===== config.mk =====
export PLATFORM = sky130hd
export DESIGN_NAME = flyby_dma_chan
export DESIGN_NICKNAME = d
export VERILOG_FILES = /design/src/rtl/flyby_dma_pkg.sv /design/src/rtl/fbd_addr_cnt.sv /design/src/rtl/fbd_cfg_regs.sv /design/src/rtl/fbd_seq.sv /design/src/rtl/flyby_dma_chan.sv
export SDC_FILE = /design/constraint.sdc
export NUM_CORES = 1
export LEC_CHECK = 0
export CORE_MARGIN = 10
export CORE_UTILIZATION = 55
export CTS_CLUSTER_DIAMETER = 60
export DETAILED_ROUTE_END_ITERATION = 10
export HOLD_SLACK_MARGIN = 0.08
export PLACE_DENSITY = 0.9
export SLEW_MARGIN = 10
export SYNTH_ARGS = -nofsm -noshare
export SYNTH_HDL_FRONTEND = slang
export SYNTH_SLANG_ARGS = --single-unit

===== constraint.sdc =====
create_clock -name clk -period 4.3 [get_ports clk]
set_input_delay 0.43 -clock clk [delete_from_list [all_inputs] [get_ports clk]]
set_output_delay 0.43 -clock clk [all_outputs]
set_load 0.05 [all_outputs]

===== src/rtl/flyby_dma_pkg.sv =====
package flyby_dma_pkg;

  typedef enum logic [1:0] {
    ST_IDLE  = 2'd0,
    ST_SETUP = 2'd1,
    ST_DATA  = 2'd2
  } seq_state_e;

  localparam logic [3:0] RS_DEV_TO_MEM = 4'b0010;
  localparam logic [3:0] RS_MEM_TO_DEV = 4'b0011;

  localparam logic [1:0] SEL_ADDR  = 2'd0;
  localparam logic [1:0] SEL_COUNT = 2'd1;
  localparam logic [1:0] SEL_CTRL  = 2'd2;

  localparam logic [1:0] STEP_HOLD = 2'b00;
  localparam logic [1:0] STEP_UP   = 2'b01;
  localparam logic [1:0] STEP_DOWN = 2'b10;

  // Only the two fly-by pairings are legal direction codes.
  function automatic logic rs_is_legal(input logic [3:0] rs);
    return (rs == RS_DEV_TO_MEM) || (rs == RS_MEM_TO_DEV);
  endfunction

  // Next memory address after one transfer; the caller truncates.
  function automatic logic [31:0] step_addr(input logic [31:0] a,
                                            input logic [1:0]  mode,
                                            input logic [31:0] unit);
    case (mode)
      STEP_UP:   return a + unit;
      STEP_DOWN: return a - unit;
      default:   return a;
    endcase
  endfunction

endpackage


===== src/rtl/fbd_addr_cnt.sv =====
module fbd_addr_cnt
  import flyby_dma_pkg::*;
#(
  parameter int ADDR_W = 32,
  parameter int CNT_W  = 16,
  parameter int UNIT   = 4
) (
  input  logic              clk,
  input  logic              rst_n,
  input  logic              ld_addr,
  input  logic              ld_count,
  input  logic [ADDR_W-1:0] wdata_addr,
  input  logic [CNT_W-1:0]  wdata_cnt,
  input  logic [1:0]        step_mode,
  input  logic              ev_xfer_end,
  output logic [ADDR_W-1:0] mem_addr,
  output logic              cnt_is_zero,
  output logic              cnt_is_one
);

  localparam logic [CNT_W-1:0] CNT_ONE = {{(CNT_W-1){1'b0}}, 1'b1};

  logic [CNT_W-1:0]  cnt_q;
  logic [ADDR_W-1:0] addr_nxt;
  logic [31:0]       addr_wide;

  always_comb begin
    addr_wide = step_addr(32'(mem_addr), step_mode, 32'(UNIT));
    addr_nxt  = addr_wide[ADDR_W-1:0];
  end

  always_ff @(posedge clk) begin
    if (!rst_n) begin
      mem_addr <= '0;
      cnt_q    <= '0;
    end else begin
      if (ld_addr)
        mem_addr <= wdata_addr;
      else if (ev_xfer_end)
        mem_addr <= addr_nxt;
      if (ld_count)
        cnt_q <= wdata_cnt;
      else if (ev_xfer_end)
        cnt_q <= cnt_q - CNT_ONE;
    end
  end

  assign cnt_is_zero = (cnt_q == '0);
  assign cnt_is_one  = (cnt_q == CNT_ONE);

endmodule


===== src/rtl/fbd_cfg_regs.sv =====
module fbd_cfg_regs
  import flyby_dma_pkg::*;
(
  input  logic       clk,
  input  logic       rst_n,
  input  logic       ld_ctrl,
  input  logic [3:0] wdata_rs,
  input  logic [1:0] wdata_step,
  input  logic       wdata_en,
  input  logic       ev_last,
  input  logic       ev_refuse_code,
  input  logic       ev_refuse_zero,
  output logic [3:0] rs_code,
  output logic [1:0] step_mode,
  output logic       chan_en,
  output logic       done,
  output logic       addr_err
);

  always_ff @(posedge clk) begin
    if (!rst_n) begin
      rs_code   <= '0;
      step_mode <= STEP_HOLD;
      chan_en   <= 1'b0;
      done      <= 1'b0;
      addr_err  <= 1'b0;
    end else if (ld_ctrl) begin
      rs_code   <= wdata_rs;
      step_mode <= wdata_step;
      chan_en   <= wdata_en;
      done      <= 1'b0;
      addr_err  <= 1'b0;
    end else begin
      if (ev_last || ev_refuse_zero) begin
        chan_en <= 1'b0;
        done    <= 1'b1;
      end
      if (ev_refuse_code) begin
        chan_en  <= 1'b0;
        addr_err <= 1'b1;
      end
    end
  end

endmodule


===== src/rtl/fbd_seq.sv =====
module fbd_seq
  import flyby_dma_pkg::*;
(
  input  logic clk,
  input  logic rst_n,
  input  logic dreq,
  input  logic bus_ready,
  input  logic hold,
  input  logic chan_en,
  input  logic rs_ok,
  input  logic cnt_is_zero,
  input  logic cnt_is_one,
  output logic cyc_active,
  output logic in_data,
  output logic ev_start,
  output logic ev_refuse_code,
  output logic ev_refuse_zero,
  output logic ev_xfer_end,
  output logic ev_last
);

  seq_state_e st_q, st_d;
  logic       idle_ok;

  assign idle_ok        = (st_q == ST_IDLE) && chan_en && !hold;
  assign ev_refuse_code = idle_ok && !rs_ok;
  assign ev_refuse_zero = idle_ok && rs_ok && cnt_is_zero;
  assign ev_start       = idle_ok && rs_ok && !cnt_is_zero && dreq;
  assign in_data        = (st_q == ST_DATA);
  assign ev_xfer_end    = in_data && bus_ready;
  assign ev_last        = ev_xfer_end && cnt_is_one;
  assign cyc_active     = (st_q != ST_IDLE);

  always_comb begin
    st_d = st_q;
    case (st_q)
      ST_IDLE:  if (ev_start) st_d = ST_SETUP;
      ST_SETUP: st_d = ST_DATA;
      ST_DATA:  if (bus_ready) st_d = ST_IDLE;
      default:  st_d = ST_IDLE;
    endcase
  end

  always_ff @(posedge clk) begin
    if (!rst_n) st_q <= ST_IDLE;
    else        st_q <= st_d;
  end

endmodule


===== src/rtl/flyby_dma_chan.sv =====
module flyby_dma_chan
  import flyby_dma_pkg::*;
#(
  parameter int ADDR_W = 32,
  parameter int CNT_W  = 16,
  parameter int UNIT   = 4,
  parameter int DATA_W = 32
) (
  input  logic              clk,
  input  logic              rst_n,
  input  logic              reg_wr,
  input  logic [1:0]        reg_sel,
  input  logic [DATA_W-1:0] reg_wdata,
  input  logic              dreq,
  output logic              dack,
  output logic [ADDR_W-1:0] bus_addr,
  output logic              bus_rd,
  output logic              bus_wr,
  input  logic              bus_ready,
  output logic              chan_en,
  output logic              done,
  output logic              addr_err
);

  logic       wr_ok;
  logic       ld_addr, ld_count, ld_ctrl;
  logic [3:0] rs_code;
  logic [1:0] step_mode;
  logic       cnt_is_zero, cnt_is_one;
  logic       cyc_active, in_data;
  logic       ev_start, ev_refuse_code, ev_refuse_zero, ev_xfer_end, ev_last;
  logic       unused_wdata;

  assign wr_ok    = reg_wr && !cyc_active;
  assign ld_addr  = wr_ok && (reg_sel == SEL_ADDR);
  assign ld_count = wr_ok && (reg_sel == SEL_COUNT);
  assign ld_ctrl  = wr_ok && (reg_sel == SEL_CTRL);
  assign unused_wdata = ^reg_wdata;

  fbd_addr_cnt #(.ADDR_W(ADDR_W), .CNT_W(CNT_W), .UNIT(UNIT)) addr_cnt_i (
    .clk         (clk),
    .rst_n       (rst_n),
    .ld_addr     (ld_addr),
    .ld_count    (ld_count),
    .wdata_addr  (reg_wdata[ADDR_W-1:0]),
    .wdata_cnt   (reg_wdata[CNT_W-1:0]),
    .step_mode   (step_mode),
    .ev_xfer_end (ev_xfer_end),
    .mem_addr    (bus_addr),
    .cnt_is_zero (cnt_is_zero),
    .cnt_is_one  (cnt_is_one)
  );

  fbd_cfg_regs cfg_i (
    .clk            (clk),
    .rst_n          (rst_n),
    .ld_ctrl        (ld_ctrl),
    .wdata_rs       (reg_wdata[3:0]),
    .wdata_step     (reg_wdata[5:4]),
    .wdata_en       (reg_wdata[8]),
    .ev_last        (ev_last),
    .ev_refuse_code (ev_refuse_code),
    .ev_refuse_zero (ev_refuse_zero),
    .rs_code        (rs_code),
    .step_mode      (step_mode),
    .chan_en        (chan_en),
    .done           (done),
    .addr_err       (addr_err)
  );

  fbd_seq seq_i (
    .clk            (clk),
    .rst_n          (rst_n),
    .dreq           (dreq),
    .bus_ready      (bus_ready),
    .hold           (reg_wr),
    .chan_en        (chan_en),
    .rs_ok          (rs_is_legal(rs_code)),
    .cnt_is_zero    (cnt_is_zero),
    .cnt_is_one     (cnt_is_one),
    .cyc_active     (cyc_active),
    .in_data        (in_data),
    .ev_start       (ev_start),
    .ev_refuse_code (ev_refuse_code),
    .ev_refuse_zero (ev_refuse_zero),
    .ev_xfer_end    (ev_xfer_end),
    .ev_last        (ev_last)
  );

  assign dack   = cyc_active;
  assign bus_rd = cyc_active && (rs_code == RS_MEM_TO_DEV);
  assign bus_wr = cyc_active && (rs_code == RS_DEV_TO_MEM);

endmodule


[After elaboration in Yosys (flattened, before gate mapping)]
Index checks and enable logic that the tools add are counted.
W data, S select, Z words.
Cells by class
  mux-type cells: 11
  reduce and logical (&&, ||, !) cells: 32
  bitwise logic cells: 1
  equal/unequal tests: 11
  add/sub/neg operators: 3
Operators with widths (count)
  $mux W32: 2
  $pmux W32 S2: 1
  $add A32 B3 Y32 const B: 1
  $mux W16: 2
  $sub A32 B3 Y32 const B: 1
  $eq A16 B1 Y1 const B: 1
  $logic_not A16 Y1: 1
  $sub A16 B1 Y16 const B: 1
  $logic_and A1 B1 Y1: 15
  $eq A4 B2 Y1 const B: 2
  $eq A2 B1 Y1 const B: 3
  $eq A2 B2 Y1 const B: 3
  $pmux W2 S3: 1
  $reduce_bool A2 Y1: 3
  $reduce_bool A3 Y1: 2
  $logic_not A1 Y1: 4
  $logic_not A2 Y1: 2
  $mux W2: 2
  $ne A2 B2 Y1 const B: 2
  $reduce_and A2 Y1: 2
  $mux W1: 3
  $logic_or A1 B1 Y1: 2
  $reduce_or A2 Y1: 1
  $not A1 Y1: 1
Storage, ports and cells
  bits of input ports: 39
  flip-flop bits (word level): 59
  output and inout bits: 38
  word-level logic and storage cells: 66

[Depth between registers and ports, before layout]
Gate-level depths: netlist (run 1).
  word-level depth: 9
  depth in mapped cells: 18

[Hierarchy]
A second synthesis (run 1) with hierarchy kept.
Second synthesis, totals
  cell total of the unflattened synthesis: 644
  area, all modules: 4631.9 µm²
By module, submodules not included
  fbd_addr_cnt: cells an instance 591, area an instance 4080.2 µm², instances 1
  fbd_cfg_regs: cells an instance 30, area an instance 335.3 µm², instances 1
  fbd_seq: cells an instance 16, area an instance 147.6 µm², instances 1
  flyby_dma_chan: cells an instance 7, area an instance 68.8 µm², instances 1

[Worst setup path before layout (run 1)]
OpenSTA, ideal clock, no wires.
  kind: reg2reg
  start: reg cfg_i.step_mode[0]
  end: reg addr_cnt_i.mem_addr[20]
  path slack: 633 ps
  required time: 4214 ps
  path buffers: 6
  stages on the path, launching flop included: 19
  arrival: 3581 ps
  library setup time: 86 ps
  cells stage by stage: dfxtp_1 inv_1 ha_1 buf_4 buf_6 buf_2 buf_2 buf_2 buf_2 xor2_1 ha_1 or3_4 a21oi_4 nor4_2 a221oi_4 mux2i_1 or3_1 xnor2_1 a211oi_1
On the way
  cells in the longest elaborated chain, start to end: 4
  elaborated cells on any way between the ends: 7
RTL lines
  start, declared: RTL line fbd_cfg_regs.sv:14  | output logic [1:0] step_mode,
  start signal, assigned: RTL line fbd_cfg_regs.sv:29  | step_mode <= wdata_step;
  $eq A2 B2 Y1 / $eq A2 B1 Y1 (equally long branches): RTL line flyby_dma_pkg.sv:29  | case (mode)
  $pmux W32 S2: RTL line flyby_dma_pkg.sv:29
  $mux W32: RTL line fbd_addr_cnt.sv:39  | else if (ev_xfer_end)
  $mux W32: RTL line fbd_addr_cnt.sv:37  | if (ld_addr)
  end signal, assigned: RTL line fbd_addr_cnt.sv:38  | mem_addr <= wdata_addr;
  end signal, assigned: RTL line fbd_addr_cnt.sv:40  | mem_addr <= addr_nxt;
  end, declared: RTL line fbd_addr_cnt.sv:16  | output logic [ADDR_W-1:0] mem_addr,
Parallel ways exist; a longest one is shown, timed or not. The select of a mux whose other input is x is not followed.
A chain may end at the register's enable or synchronous reset.

[Final worst setup path (run 1)]
  start: reg cfg_i.step_mode[0]
  end: reg addr_cnt_i.mem_addr[30]
The elaborated chain is that of the path after synthesis.

==> flow_summary.ini, run 1 <==
[global_route]
grt-ovfl-total = 0
antenna_found_initial = 0
track_usage_pct = 23.7
grt_max_degree = 42
grt_pass1_vias = 4995
grt_pass1_wl_um = 25800

[logic_synthesis]
synth.distinct_cells = 89
synth_nets = 697
syn_area_per_cell_sq_um = 7.45
syn_inst = 653
yosysTopAreaCellShare_pct = 24.3
ys_async_sr_fraction_pct = 0
seq_area_frac_synth_pct = 24.3
yosys_warnings = 0
synth_flop_cell = dfxtp_1
synth_edf_count = 0
netlist_area_sq_um = 4870
synthTopCellsByArea = dfxtp_1, nor2_1, a21oi_1, nand2_1, o21ai_0
synth_seq_cells = 59
yosysTopAreaCell = dfxtp_1

[clocking]
cts_resized = 0
cts_tree = done
tritoncts_num_sinks = 59
insertion_delay_ns = 0.35
path_clk_slew_ns = 0.08
cts_setup_buffers = 0
cts_max_level = 3
clockBufferDepth = 2
cts_made_buffers = 9
cts_root_buf = clkbuf_8
hold_buffers = 0

[timing]
hold_viol = 0
tns_ns = 0
rsz0062_at_grt = no
fmax_mhz = 304
setup_violations = 0
tightest_slew_ns = 0.875
drv_slew = 0
hold_ws_ns = 0.463
min_period_ns = 3.29
clock_skew_ns = 0.0176
finalCritPeriodShare_pct = 76.5
slew_headroom_pct = 41.6
worst_slack_ns = 1.01

[setup_path]
critPathMaxFanout = 23
arrival_ns = 3.51
reg2reg_depth = 12
cpMaxStageDelayCell = o32a_2
max_stage_delay_ns = 0.49
crit_path_end_kind = flop
path_class = reg2reg
cp_num_cells = 12
critPathCapture = addr_cnt_i.mem_addr[30]
critPathRequiredTime_ns = 4.52
cp_cell_sequence = inv_1 -> ha_2 -> xor2_1 -> ha_1 -> a21boi_1 -> o22ai_1 -> o32a_2 -> a211oi_1 -> a21boi_1 -> xnor2_1 -> a221oi_1 -> nor2_1
startpoint_type = flop
rr_endpoint = addr_cnt_i.mem_addr[30]
critPathBufInv = 1
timing.rr.start = cfg_i.step_mode[0]
critical-path-top-delay-family = compound AO/OA/AOI/OAI gates
cpMostUsedCell = a21boi_1
crit_path_start = cfg_i.step_mode[0]
rrSetupSlack_ns = 1.01

[flow_run]
cap_violations = 0

[min_path]
hold_path_depth = 2
hold_path_class = reg2reg

[floorplan]
ios = 77
rows = 34
core_sq_um = 8680
die_h_um = 114
start_util_pct = 56.1
die_w_um = 114
die-area_sq_um = 13000

[layout]
stdcell_count = 798
areaGrowthSynthToFinish_pct = 17.6
final_common_cell = nor2_1
fin_area_sq_um = 5720
layout_common_cells = nor2_1, clkdlybuf4s50_1, dfxtp_1, nand2_1, a21oi_1
antennaDiodeCount = 0
fin_nets = 729
drive_gt1_share_pct = 8.41

[place]
dp_hpwl_um = 11500
gp_congestion = 0.902
numPortBuffers = 76
place_inst = 782
place_area_sq_um = 5550
place_ws_ns = 1.10

[pwr]
powerDensity_nw_per_um2 = 242
peakVddDrop_uv = 234
leakagePower_nw = 1.97

[detailed_routing]
routed_wl_um = 16000
viasPerCell = 6.59
drtAntennaViolNets = 0
via_count = 5259
wl_per_cell_um = 20.1
first_pass_iters = 5
drt_iter0_drc = 479
drc = 0

[outcome]
status = finished clean
logic make-up after synthesis:
logic type                 count (synthesis)  share of synthesized area, %
AOI/OAI and AO/OA                        207                          30.8
xor gates and xnor gates                  29                          5.22
adders and majority gates                  5                          1.29
buffers and inverters                     77                          6.99
DFF                                       59                          24.3
muxes                                     17                          3.81
and+or+nand+nor                          259                          27.6
metrics by stage:
step	util, %	total power [mW]
2_1_floorplan	-	0.797
3_3_place_gp	63.9	0.897
3_5_place_dp	63.9	0.903
4_1_cts	65.9	1.38
5_1_grt	65.9	1.43
6_report	65.9	1.38
worst min-delay path by stage:
| stage | from | endpoint | slack, ns |
|---|---|---|---|
| 6_report | addr_cnt_i.mem_addr[0] | addr_cnt_i.mem_addr[0] | 0.46 |
| 5_1_grt | addr_cnt_i.mem_addr[0] | addr_cnt_i.mem_addr[0] | 0.50 |
| 4_1_cts | addr_cnt_i.mem_addr[0] | addr_cnt_i.mem_addr[0] | 0.46 |
| 3_5_place_dp | addr_cnt_i.mem_addr[0] | addr_cnt_i.mem_addr[0] | 0.45 |
| 3_3_place_gp | addr_cnt_i.mem_addr[0] | addr_cnt_i.mem_addr[0] | 0.44 |
| 2_1_floorplan | addr_cnt_i.cnt_q[9] | addr_cnt_i.cnt_q[9] | 0.44 |
layout make-up:
| cell class | count | area (sq um) |
|---|---|---|
| multi-input cells | 517 | 3350 |
| clock buffers | 9 | 124 |
| fillers | 770 | 2960 |
| repair buffers | 85 | 828 |
| clock inverters | 7 | 52.6 |
| well taps | 108 | 135 |
| inverters | 13 | 48.8 |
| flip-flops and latches | 59 | 1180 |
metal layers:
layer | up-vias | global-route usage [%] | wire length, um
met5 | - | 0 | 0
met4 | 0 | 5.85 | 242
met3 | 25 | 4.82 | 1370
met2 | 270 | 37.8 | 7390
met1 | 2467 | 32.0 | 7000
li1 | 2497 | - | -
cells in the mapped netlist (all sizes together) (6+ instances only):
cell type,number
a211oi,8
a21oi,53
a221oi,9
a22oi,15
a31oi,7
a32oi,6
and4b,7
buf,27
clkbuf,37
dfxtp,59
inv,12
mux2i,15
nand2,52
nand2b,7
nand3,16
nand4,11
nor2,77
nor2b,8
nor3,23
nor4,16
o211ai,8
o21ai,42
o31a,8
or3,9
xnor2,19
xor2,10
where the power goes:
| part | internal [mW] | switching, mW |
|---|---|---|
| Sequential | 0.565 | 0.0445 |
| Clock | 0.212 | 0.275 |
| Combinational | 0.117 | 0.169 |
sequential cells by signal, summed over array words and instances, names as in the netlist:
signal and count:
cfg_i.done 1, cfg_i.chan_en 1, cfg_i.rs_code 4, addr_cnt_i.cnt_q 16
cfg_i.addr_err 1, addr_cnt_i.mem_addr 32, seq_i.st_q 2, cfg_i.step_mode 2
worst reg2reg max path, cell delays in order (launching register included):
cell and delay, ns:
dfxtp_1 0.33, inv_1 0.08, ha_2 0.44, xor2_1 0.19, ha_1 0.20, a21boi_1 0.16
o22ai_1 0.14, o32a_2 0.49, a211oi_1 0.48, a21boi_1 0.17, xnor2_1 0.15, a221oi_1 0.26
nor2_1 0.06
(Power assumes the default switching activity.)
==> run 2: changes to the inputs <==
- clock period: 4.3 -> 3.1 ns (I/O delays scaled with it)
==> run 2 against run 1 <==
Against the previous run:
- the flow now finishes with violations (DRC)
- clock power grew 88%
- power rose by 57%
- sequential share of layout area decreased by 0.66 points
- first-iteration DRC count increased by 14%
- worst setup slack worse by 0.78 ns
- combinational power is 43% higher
- non-clock buffer count increased by 11
- maximum frequency rose by 15%
- count of clock-buffer cells in the layout up 2
- sequential cell count is the same
- final cell count is 1.3% higher
- clock skew shrank 0.0088 ns
- highest routed layer unchanged
- largest cell class unchanged
==> flow_summary.ini, run 2 (synthesis results as in run 1) <==
[outcome]
status = finished with violations
violations = DRC

[min_path]
hold_path_depth = 2
hold_path_class = reg2reg
hold_start = addr_cnt_i.mem_addr[0]

[setup_path]
timing.rr.start = cfg_i.step_mode[0]
critPathMaxFanout = 8
arrival_ns = 3.15
startpoint_type = flop
crit_path_end_kind = flop
reg2reg_depth = 12
path_class = reg2reg
critPathRequiredTime_ns = 3.39
crit_path_start = cfg_i.step_mode[0]
rrSetupSlack_ns = 0.23

[clocking]
clockBufferDepth = 2
cts_max_level = 3
cts_root_buf = clkbuf_8
hold_buffers = 0
cts_made_buffers = 9
insertion_delay_ns = 0.35
cts_resized = 0
path_clk_slew_ns = 0.08
cts_setup_buffers = 0
cts_tree = done
tritoncts_num_sinks = 59

[floorplan]
die_w_um = 114
ios = 77
start_util_pct = 56.1
die-area_sq_um = 13000
core_sq_um = 8680
rows = 34
die_h_um = 114

[layout]
final_common_cell = nor2_1
drive_gt1_share_pct = 10.6
antennaDiodeCount = 0
fillCellCount = 747
areaGrowthSynthToFinish_pct = 21.8
regMostFlops = addr_cnt_i.mem_addr
post-route-util_pct = 68.3
multiInputGateArea_sq_um = 3380
largest_reg_flops = 32
layout_common_cells = nor2_1, clkdlybuf4s50_1, dfxtp_1, nand2_1, a21oi_1
reg_top3 = addr_cnt_i.mem_addr x32, addr_cnt_i.cnt_q x16, cfg_i.rs_code x4
fin_nets = 740
seqCellArea_sq_um = 1180

[timing]
min_period_ns = 2.87
fmax_mhz = 349
hold_viol = 0
slew_headroom_pct = 51.4
drv_slew = 0
setup_violations = 0
rsz0062_at_grt = no
finalCritPeriodShare_pct = 92.6
tightest_slew_ns = 0.728
clock_skew_ns = 0.00874

[global_route]
antenna_found_initial = 0
grt-ovfl-total = 0
track_usage_pct = 23.9
grt_pass1_vias = 4973
grt_pass1_wl_um = 25800
grt_max_degree = 62

[detailed_routing]
drt_iter0_drc = 545
routed_wl_um = 16100
drtAntennaViolNets = 0
via_count = 5370
wl_per_cell_um = 20.0
viasPerCell = 6.65
drc = 1
first_pass_iters = 8

[place]
gp_congestion = 0.993
dp_hpwl_um = 11500
numPortBuffers = 76

[pwr]
peakVddDrop_uv = 223
powerDensity_nw_per_um2 = 366
power_mw = 2.17
leakagePower_nw = 2.10

[flow_run]
cap_violations = 0
==> run 2: where the power goes <==
part | switching (mW) | internal [mW] | total [mW]
Combinational | 0.241 | 0.169 | 0.410
Clock | 0.344 | 0.574 | 0.917
Sequential | 0.0574 | 0.785 | 0.842
==> run 2: final timing paths <==
kind / endpoint
worst min register to register: addr_cnt_i.mem_addr[0]
worst min-delay path: addr_cnt_i.mem_addr[0]
worst max-delay path: addr_cnt_i.mem_addr[28]
worst max register to register: addr_cnt_i.mem_addr[28]
==> run 2: per-layer routing <==
metal  share of wire (%)  up-vias  global-route usage [%]
met4                 1.9        0                    7.44
met5                   0        -                       0
met2                  48      305                    39.4
li1                    -     2525                       -
met1                  40     2514                    30.0
met3                  11       26                    5.61
==> run 2: per-stage QoR <==
| stage | std cells | setup TNS, ns | area [sq um] | worst slack, ns | hold slack [ns] |
|---|---|---|---|---|---|
| global route | 808 | 0 | 5920 | 0.0597 | 0.496 |
| detailed placement | 793 | 0 | 5680 | 0.266 | 0.463 |
| floorplan | 653 | -0.690 | 4930 | -0.228 | 0.438 |
| global placement | 793 | 0 | 5680 | 0.342 | 0.449 |
| finish | 808 | 0 | 5920 | 0.231 | 0.475 |
| CTS | 808 | 0 | 5920 | 0.246 | 0.476 |
==> run 2: cell type report <==
cell class,count,share of cell area [%]
Multi-Input combinational cell,517,57.1
Timing Repair Buffer,96,15.6
Clock inverter,4,1.65
Sequential cell,59,20.0
Tap cell,108,2.28
Clock buffer,11,2.56
Inverter,13,0.824
==> run 2: worst max-delay path, cell delays in order (launching register included) <==
cell      delay, ns
dfxtp_2        0.34
inv_2          0.05
ha_4           0.19
xor2_1         0.15
ha_2           0.19
or3_4          0.39
a21oi_4        0.19
nor4_4         0.07
a221oi_4       0.40
mux2i_1        0.25
nor2_1         0.07
or4_1          0.41
o211ai_1       0.10
